## config.mk

```make
export PLATFORM = sky130hd
export DESIGN_NAME = pt_walker
export DESIGN_NICKNAME = d
export VERILOG_FILES = /design/src/rtl/walk_pkg.sv /design/src/rtl/walk_dpath.sv /design/src/rtl/walk_ctrl.sv /design/src/rtl/pt_walker.sv
export SDC_FILE = /design/constraint.sdc
export NUM_CORES = 1
export LEC_CHECK = 0
export ABC_AREA = 1
export BUFFER_PORTS_ARGS = -buffer_cell sky130_fd_sc_hd__clkbuf_2
export CAP_MARGIN = 20
export CORE_MARGIN = 2
export CORE_UTILIZATION = 40
export DETAILED_ROUTE_END_ITERATION = 10
export HOLD_SLACK_MARGIN = 0.1
export PLACE_DENSITY = 0.68
export SKIP_LAST_GASP = 1
export SLEW_MARGIN = 20
export SYNTH_ARGS = -nofsm -noshare
export SYNTH_HDL_FRONTEND = slang
export SYNTH_HIERARCHICAL = 1
export SYNTH_SLANG_ARGS = --single-unit
```

## constraint.sdc

```tcl
create_clock -name clk -period 2.9 [get_ports clk]
set_input_delay 0.435 -clock clk [delete_from_list [all_inputs] [get_ports clk]]
set_output_delay 0.435 -clock clk [all_outputs]
set_load 0.05 [all_outputs]
```

## src/rtl/walk_pkg.sv

```systemverilog
package walk_pkg;
  localparam int VA_W  = 32;
  localparam int OFF_W = 12;
  localparam int IDX_W = 10;
  localparam int PFN_W = VA_W - OFF_W;
  localparam int WA_W  = PFN_W + IDX_W;

  typedef enum logic [2:0] {
    ST_IDLE,
    ST_RD1,
    ST_RD2,
    ST_DONE,
    ST_FAULT
  } walkState_t;

  typedef struct packed {
    logic latchReq;
    logic latchNext;
    logic latchLeaf;
    logic loadRoot;
    logic selLeaf;
  } walkStrobe_t;
endpackage

```

## src/rtl/walk_dpath.sv

```systemverilog
module walk_dpath
  import walk_pkg::*;
#(
  parameter int ADDR_W = VA_W,
  parameter int OFFS_W = OFF_W,
  parameter int IDXW   = IDX_W,
  localparam int FRAME_W = ADDR_W - OFFS_W,
  localparam int WORD_W  = FRAME_W + IDXW
) (
  input  logic               clk,
  input  logic               rstN,
  input  walkStrobe_t        strobe,
  input  logic [FRAME_W-1:0] rootData,
  input  logic [ADDR_W-1:0]  reqVaddr,
  input  logic               reqWrite,
  input  logic [ADDR_W-1:0]  memRspData,
  output logic [WORD_W-1:0]  memWordAddr,
  output logic               entryValid,
  output logic               entryWritable,
  output logic               isWrite,
  output logic [ADDR_W-1:0]  physAddr
);
  logic [FRAME_W-1:0] rootFrame;
  logic [FRAME_W-1:0] nextFrame;
  logic [FRAME_W-1:0] leafFrame;
  logic [ADDR_W-1:0]  vaReg;
  logic               writeReg;

  wire [IDXW-1:0]   idxTop  = vaReg[ADDR_W-1 -: IDXW];
  wire [IDXW-1:0]   idxLeaf = vaReg[OFFS_W+IDXW-1 -: IDXW];
  wire [OFFS_W-1:0] pgOff   = vaReg[OFFS_W-1:0];

  always_ff @(posedge clk) begin
    if (!rstN) begin
      rootFrame <= '0;
      nextFrame <= '0;
      leafFrame <= '0;
      vaReg     <= '0;
      writeReg  <= 1'b0;
    end else begin
      if (strobe.loadRoot) rootFrame <= rootData;
      if (strobe.latchReq) begin
        vaReg    <= reqVaddr;
        writeReg <= reqWrite;
      end
      if (strobe.latchNext) nextFrame <= memRspData[ADDR_W-1:OFFS_W];
      if (strobe.latchLeaf) leafFrame <= memRspData[ADDR_W-1:OFFS_W];
    end
  end

  always_comb begin
    if (strobe.selLeaf) memWordAddr = {nextFrame, idxLeaf};
    else                memWordAddr = {rootFrame, idxTop};
  end

  assign entryValid    = memRspData[0];
  assign entryWritable = memRspData[1];
  assign isWrite       = writeReg;
  assign physAddr      = {leafFrame, pgOff};
endmodule

```

## src/rtl/walk_ctrl.sv

```systemverilog
module walk_ctrl
  import walk_pkg::*;
(
  input  logic        clk,
  input  logic        rstN,
  input  logic        reqValid,
  input  logic        rootWe,
  input  logic        memRspValid,
  input  logic        entryValid,
  input  logic        entryWritable,
  input  logic        isWrite,
  output walkStrobe_t strobe,
  output logic        busy,
  output logic        memReqValid,
  output logic        done,
  output logic        fault,
  output logic        faultLevel
);
  walkState_t state, stateNext;
  logic       levelReg, levelNext;

  always_comb begin
    stateNext = state;
    levelNext = levelReg;
    strobe    = '0;
    strobe.selLeaf = (state == ST_RD2);
    unique case (state)
      ST_IDLE: begin
        strobe.loadRoot = rootWe;
        if (reqValid) begin
          strobe.latchReq = 1'b1;
          stateNext = ST_RD1;
        end
      end
      ST_RD1: if (memRspValid) begin
        if (entryValid) begin
          strobe.latchNext = 1'b1;
          stateNext = ST_RD2;
        end else begin
          levelNext = 1'b0;
          stateNext = ST_FAULT;
        end
      end
      ST_RD2: if (memRspValid) begin
        if (!entryValid || (isWrite && !entryWritable)) begin
          levelNext = 1'b1;
          stateNext = ST_FAULT;
        end else begin
          strobe.latchLeaf = 1'b1;
          stateNext = ST_DONE;
        end
      end
      ST_DONE:  stateNext = ST_IDLE;
      ST_FAULT: stateNext = ST_IDLE;
      default:  stateNext = ST_IDLE;
    endcase
  end

  always_ff @(posedge clk) begin
    if (!rstN) begin
      state    <= ST_IDLE;
      levelReg <= 1'b0;
    end else begin
      state    <= stateNext;
      levelReg <= levelNext;
    end
  end

  assign busy        = (state != ST_IDLE);
  assign memReqValid = (state == ST_RD1) || (state == ST_RD2);
  assign done        = (state == ST_DONE);
  assign fault       = (state == ST_FAULT);
  assign faultLevel  = levelReg;
endmodule

```

## src/rtl/pt_walker.sv

```systemverilog
module pt_walker
  import walk_pkg::*;
(
  input  logic             clk,
  input  logic             rstN,
  input  logic             rootWe,
  input  logic [PFN_W-1:0] rootData,
  input  logic             reqValid,
  input  logic [VA_W-1:0]  reqVaddr,
  input  logic             reqWrite,
  output logic             busy,
  output logic             memReqValid,
  output logic [WA_W-1:0]  memWordAddr,
  input  logic             memRspValid,
  input  logic [VA_W-1:0]  memRspData,
  output logic             done,
  output logic             fault,
  output logic             faultLevel,
  output logic [VA_W-1:0]  physAddr
);
  walkStrobe_t strobe;
  logic entryValid, entryWritable, isWrite;

  walk_ctrl uCtrl (
    .clk(clk), .rstN(rstN), .reqValid(reqValid), .rootWe(rootWe),
    .memRspValid(memRspValid), .entryValid(entryValid),
    .entryWritable(entryWritable), .isWrite(isWrite), .strobe(strobe),
    .busy(busy), .memReqValid(memReqValid), .done(done), .fault(fault),
    .faultLevel(faultLevel)
  );

  walk_dpath #(.ADDR_W(VA_W), .OFFS_W(OFF_W), .IDXW(IDX_W)) uDpath (
    .clk(clk), .rstN(rstN), .strobe(strobe), .rootData(rootData),
    .reqVaddr(reqVaddr), .reqWrite(reqWrite), .memRspData(memRspData),
    .memWordAddr(memWordAddr), .entryValid(entryValid),
    .entryWritable(entryWritable), .isWrite(isWrite), .physAddr(physAddr)
  );
endmodule

```

# Word-level counts from Yosys, hierarchy flattened
# Cells that the tools add are included.
# Widths: inputs -> output; s select.
dict set report word_totals {
  elab_cells 47
  regBits 97
  out_inout_bits 67
}
dict set report classes {
  eq_ne 9
  n_mux 21
  n_reduce_logical 10
}
# cell n
set ops {}
lappend ops {{$mux 30} 1}
lappend ops {{$mux 3} 5}
lappend ops {{$mux 1} 13}
lappend ops {{$pmux 3 s3} 1}
lappend ops {{$ne 2x2->1 const B} 4}
lappend ops {{$eq 3x2->1 const B} 2}
lappend ops {{$reduce_and 5->1} 1}
lappend ops {{$eq 3x1->1 const B} 1}
lappend ops {{$eq 3x3->1 const B} 1}
lappend ops {{$logic_not 3->1} 1}
lappend ops {{$reduce_and 3->1} 1}
lappend ops {{$reduce_bool 3->1} 1}
lappend ops {{$logic_not 1->1} 2}
lappend ops {{$logic_or 1x1->1} 2}
lappend ops {{$ne 2x1->1 const B} 1}
lappend ops {{$pmux 1 s2} 1}
lappend ops {{$reduce_bool 2->1} 1}
lappend ops {{$logic_and 1x1->1} 1}

# Logic depth before layout (Yosys ltp)
# Gate-level depths: netlist of run 1.
dict set report depth {
  word_depth 6
  depth_mapped 11
  ltp_nobuf 9
}

# Cells and area by module
# The synthesis of run 1 kept the hierarchy.
# module area_per_inst_um2 n_inst cells_per_inst seq_area_each_um2
set by_module_without_submodules {}
lappend by_module_without_submodules {walk_dpath 4246.6 1 678 1861.8}
lappend by_module_without_submodules {walk_ctrl 324.1 1 56 80.1}

# Least setup slack after synthesis of run 1
# No wires, ideal clock.
dict set report synth_timing {
  kind {register to output}
  from {register uCtrl.state[0]}
  to {output port memWordAddr[0]}
  arrival_ps 2158
  slack_ps 307
  path_stages_with_launch 8
  path_cell_list {dfxtp_1 > inv_1 > nand3_4 > inv_1 > buf_4 > clkbuf_2 > clkbuf_1 > o21ai_0}
}
# element line
set synth_rtl {}
lappend synth_rtl {{from (decl)} walk_ctrl.sv:19} ;# walkState_t state, stateNext;
lappend synth_rtl {{from (signal assigned)} walk_ctrl.sv:64} ;# state <= stateNext;
lappend synth_rtl {{to (decl)} pt_walker.sv:13} ;# output logic [WA_W-1:0] memWordAddr,

==> metrics, run 1 <==
mean post-synth cell area=6.23 um^2; global-route wire length before repair=16.5 mm; Vert. Die Dim=111 um; area of the die=0.0123 mm^2; commonest non-fill, non-tap cells in the layout=nand2_1 (228), nor2_1 (194), clkbuf_2 (145), inv_1 (115), dfxtp_1 (97); most common cell after layout, fill and taps aside=nand2_1; overall routing resource usage=16.1%; hold buffers post-CTS=0; ANT nets after route=0; status=complete, no violations; Setup violations, final=0; maxcap violations=0; met1 Resource Use GR=20.0%; Pleak=2.97 nW; fin crit share=87.3%; met3 GRT Util=4.05%; worst clock skew=0.00505 ns; CTS tree=built; worst path arrival time=2.10 ns; synth top area cells=dfxtp_1 (42%), nand2_1 (19%), nor2_1 (16%), inv_1 (9.5%), buf_4 (3.4%); Pre-Repair DR Iteration Count=4; I/O Buffers=146; Synth warnings=6; post-route cell area=0.00552 mm^2; footprint of the multi-input gates=0.00186 mm^2; core area=0.0113 mm^2; Final Hold Violating Endpoints=0; CP required=2.47 ns; fillers=1227; max-slew headroom at the worst pin=31.0%; nets=935; vias in the first global route=3698; WS Path Type=reg2out; class of the worst hold path=in2reg; Root Buffer=clkbuf_16; Tmin final=2.53 ns; routability cong.=0.801; area delta synth->final=20.8%; worst-margin pin slew=1.04 ns; vias per inst=4.26; number of placement rows=39; area leader, netlist=dfxtp_1; RSZ-0062 raised after global routing=false; Initial Utilization=40.5%; startpoint types=flip-flop; postcts setup bufs=0; register area=0.00194 mm^2; Cells after Synth=734; clk sinks=97; setup TNS=0 ns; via count=4230; share of layout cells above drive strength 1=20.9%; worst-path maximum fanout=38; library cells used by synthesis=21; Yosys reg bits=97; wire per inst=9.93 um; Die W=111 um; Clock Pin Slew Worst Setup and Hold Paths=0.07 ns; CTS H-tree lvls=3; Max clock buf depth=2; initial antenna violation count=0; IO Count=157; dpl cell area=0.00520 mm^2; CP Capture Type=primary output; largest net degree at the start of global routing=98; GRT met2 Usage=27.2%; sequential cell area fraction in the yosys report=42.5%; DPL Wire Length=6.77 mm; Fmax achieved=395 MHz; clock latency on the worst-skew pair=0.33 ns; DR DRC count=0; Crit-path slowest cell=dfxtp_1; crit-path max cell delay=0.41 ns; syn nets=824; Final WS setup=0.369 ns; gr busiest metal=met2; antenna cells=0; starting DRC count in detailed routing=204; clock buffer count from CTS=9; GR Overflow Total=0; final WL=9.86 mm; final slew viol count=0; pre-CTS WS=0.367 ns; synthesized cell area=0.00457 mm^2; Final Util=49.0%; PostCTS Resize Cnt=1; Worst VDD drop=481 uV; cell chain of the critical path=inv_1 > nand3_4 > clkinv_2 > buf_12 > o21ai_0 > clkbuf_2; Synth top area share=42.5%; pwr dens=1010 mW/mm^2
==> power breakdown <==
group | switching, W | total (W) | internal [W] | leakage (nW)
Sequential | 0.000172 | 0.00182 | 0.00165 | 0.795
Clock | 0.000507 | 0.00126 | 0.000756 | 0.152
Combinational | 0.00188 | 0.00251 | 0.000632 | 2.02
==> stage by stage <==
| stage | hold slack (ns) | total power [W] | cells |
|---|---|---|---|
| after floorplan | 0.449 | 0.00395 | 734 |
| after global placement | 0.436 | 0.00435 | 977 |
| after detailed placement | 0.446 | 0.00438 | 977 |
| after CTS | 0.357 | 0.00566 | 993 |
| after global routing | 0.379 | 0.00599 | 993 |
| final | 0.367 | 0.00559 | 993 |
==> cells in the mapped netlist, drive strengths merged <==
cell / count
nand4: 2
nor3: 2
nand2: 229
nor2: 200
inv: 117
clkbuf: 5
dfxtp: 97
nand3: 4
o21ai: 30
a21oi: 2
buf: 46
==> registers in the layout, summed over array words and instances, names as in the netlist <==
register	count
uDpath/isWrite	1
uCtrl/faultLevel	1
uCtrl/state	3
uDpath/nextFrame	20
uDpath/rootFrame	20
uDpath/vaReg	32
uDpath/leafFrame	20
==> critical path, delay by kind of cell, from the launching register on <==
family | cells | cell delay (ns)
and+or+nand+nor | 1 | 0.13
buffers and inverters | 4 | 0.98
AOI/OAI and AO/OA | 1 | 0.23
DFF | 1 | 0.41
==> layer usage <==
layer / wire (um) / vias up / part of all wire [%]
li1: - / 2315 / -
met4: 102 / 0 / 1.0
met5: 0 / - / 0
met2: 4610 / 91 / 47
met3: 515 / 8 / 5.2
met1: 4630 / 1816 / 47
==> path summary, 6_finish.rpt <==
| path | start | to | slack, ns | cells past startpoint |
|---|---|---|---|---|
| setup reg to reg | uCtrl/state[1] | uDpath/vaReg[15] | 1.17 | 7 |
| hold / removal | rootData[14] | uDpath/rootFrame[14] | 0.37 | 5 |
| hold reg to reg | uCtrl/faultLevel | uCtrl/faultLevel | 0.46 | 2 |
| setup / recovery | uCtrl/state[0] | memWordAddr[14] | 0.37 | 6 |
==> kinds of logic (layout without fill, tap and decap cells) <==
logic type             after synthesis  in the layout  synth area share [%]
buffers and inverters              168            284                  17.2
flip-flops                          97             97                  42.5
AND/OR/NAND/NOR                    437            437                  36.8
AO/OA/AOI/OAI                       32             32                  3.50
==> cell type report <==
type                    count  area share (%)
flip-flops and latches     97            35.2
clock inverters             7            1.70
repair buffers            151            14.2
well taps                 143            3.24
clock buffers               9            4.08
multi-input cells         469            33.7
inverters                 117            7.98
No activity file was read; power rests on OpenSTA's default activity.
==> run 2: changes to the inputs <==
Settings changed: CORE_MARGIN 2 to 10.
==> run 2 against run 1 <==
Net effect:
- sequential share of layout area barely moved
- clock power barely moved
- clock-buffer cell count did not move
- clock skew fell by 0.00094 ns
- combinational power rose by 2%
- die area rose by 31%
- hold slack improved by 0.0034 ns
- core utilization rose by 1.1 points
- fmax rose by 5.2%
- critical path type unchanged
- largest power group unchanged
==> metrics, run 2 (synthesis results as in run 1) <==
Initial Utilization=41.4% (+0.89 points); overall routing resource usage=13.4% (-2.7 points); met3 routed WL=754 um (+46%); maxcap violations=0 (unchanged); Reg-to-Reg End=uDpath/vaReg[3]; Root Buffer=clkbuf_16; Vert. Die Dim=127 um (+14%); max reg flops=32 (unchanged); Max clock buf depth=2 (unchanged); Worst VDD drop=731 uV (+52%); RR Startpoint=uCtrl/state[1]; starting DRC count in detailed routing=303 (+49%); startpoint types=flip-flop; postcts setup bufs=0 (unchanged); pwr dens=1020 mW/mm^2 (+0.49%); worst-path maximum fanout=60 (+58%); clk sinks=97 (unchanged); max-slew headroom at the worst pin=33.4% (+2.4 points); met2 routed WL=5.25 mm (+14%); end of the critical path=memWordAddr[8]; highest metal used=met4; antenna cells=0 (unchanged); area delta synth->final=20.9%; dpl cell area=0.00521 mm^2 (+0.17%); worst setup path start=uCtrl/state[0]; Pleak=2.98 nW (+0.27%); setup TNS=0 ns (unchanged); Worst Reg2Reg Path Length in Cells=7 (unchanged); CTS tree=built; GR Overflow Total=0 (unchanged); hold buffers post-CTS=0 (unchanged); Clock Pin Slew Worst Setup and Hold Paths=0.07 ns (about the same); WS Path Type=reg2out; Final Hold Violating Endpoints=0 (unchanged); share of layout cells above drive strength 1=20.8% (-0.12 points); worst-margin pin slew=0.999 ns (-0.0364 ns); initial antenna violation count=0 (unchanged); I/O Buffers=146 (unchanged); area of the die=0.0161 mm^2 (+31%); worst path arrival time=1.97 ns (-0.13 ns); via count=4182 (-1.1%); PostCTS Resize Cnt=0 (-1); vias in the first global route=3846 (+4.0%); post-route cell area=0.00553 mm^2 (+0.11%); clock latency on the worst-skew pair=0.33 ns (about the same); CTS H-tree lvls=3 (unchanged); most common cell after layout, fill and taps aside=nand2_1; Die W=127 um (+14%); worst clock skew=0.00411 ns (-0.000943 ns); most flop-heavy register=uDpath/vaReg; nets=935 (unchanged); final WL=11.1 mm (+12%); global-route wire length before repair=18.2 mm (+10%); fin crit share=82.9% (-4.4 points); DR DRC count=0 (unchanged); Fmax achieved=416 MHz (+5.2%); fillers=1212 (-1.2%); RSZ-0062 raised after global routing=false; CP Capture Type=primary output; class of the worst hold path=in2reg; core area=0.0110 mm^2 (-2.1%); Tmin final=2.41 ns (-0.126 ns); Setup violations, final=0 (unchanged); vias per inst=4.22 (-0.84%); number of placement rows=38 (-2.6%); WL met1=4.93 mm (+6.5%); CP required=2.47 ns (about the same); final slew viol count=0 (unchanged); ANT nets after route=0 (unchanged); reg-to-reg setup timing slack=1.07 ns (-0.10 ns); Pre-Repair DR Iteration Count=5 (+1); commonest non-fill, non-tap cells in the layout=nand2_1 (228), nor2_1 (194), clkbuf_2 (145), inv_1 (115), dfxtp_1 (97); wire per inst=11.2 um (+13%); routability cong.=0.797 (-0.52%); clock buffer count from CTS=9 (unchanged); largest net degree at the start of global routing=98 (unchanged); IO Count=157 (unchanged); status=complete, no violations; DPL Wire Length=8.03 mm (+19%)
[run 2: cell count changes in the layout (fill, tap and decap cells not counted), sizes merged]
cell	before	now
clkinv	3	4
inv	117	118
clkinvlp	2	0
[run 2: worst min path at each step]
stage / startpoint / end / slack (ns) / cells after the start
floorplan: uDpath/nextFrame[0] / uDpath/nextFrame[0] / 0.45 / 2
global route: reqVaddr[25] / uDpath/vaReg[25] / 0.37 / 5
detailed placement: uCtrl/faultLevel / uCtrl/faultLevel / 0.45 / 2
CTS: reqVaddr[16] / uDpath/vaReg[16] / 0.36 / 5
finish: reqVaddr[25] / uDpath/vaReg[25] / 0.37 / 5
global placement: uCtrl/faultLevel / uCtrl/faultLevel / 0.44 / 2
[run 2: layout make-up]
type                            instances  area (um^2)  area share (%)
Sequential cell                        97         1940            35.1
Multi-Input combinational cell        469         1860            33.6
Timing Repair Buffer                  151          796            14.4
Inverter                              117          439            7.94
Clock buffer                            9          225            4.07
Tap cell                              140          175            3.17
Clock inverter                          7         92.6            1.67
[run 2: power by group]
| group | internal [W] | total [W] | switching [W] | leakage (nW) |
|---|---|---|---|---|
| Clock | 0.000757 | 0.00127 | 0.000508 | 0.160 |
| Sequential | 0.00165 | 0.00182 | 0.000167 | 0.795 |
| Combinational | 0.000647 | 0.00255 | 0.00190 | 2.02 |
[run 2: per-layer routing]
| metal | vias up | track usage [%] |
|---|---|---|
| li1 | 2318 | - |
| met3 | 10 | 5.08 |
| met4 | 0 | 3.62 |
| met5 | - | 0 |
| met2 | 95 | 22.2 |
| met1 | 1759 | 15.8 |
[run 2: through the flow]
step / setup WS (ns) / power [W] / cells / utilization (%) / hold slack [ns]
floorplan: 0.307 / 0.00395 / 734 / - / 0.449
global placement: 0.866 / 0.00441 / 974 / 47.2 / 0.439
detailed placement: 0.869 / 0.00443 / 974 / 47.2 / 0.445
CTS: 0.495 / 0.00570 / 990 / 50.1 / 0.355
global route: 0.337 / 0.00605 / 990 / 50.1 / 0.366
finish: 0.495 / 0.00563 / 990 / 50.1 / 0.370
[run 2: worst max-delay path: stages (launching register included)]
cell      delay (ns)
dfxtp_1         0.41
inv_1           0.13
nand3_4         0.13
clkinv_1        0.11
buf_12          0.19
o21ai_0         0.29
clkbuf_2        0.34
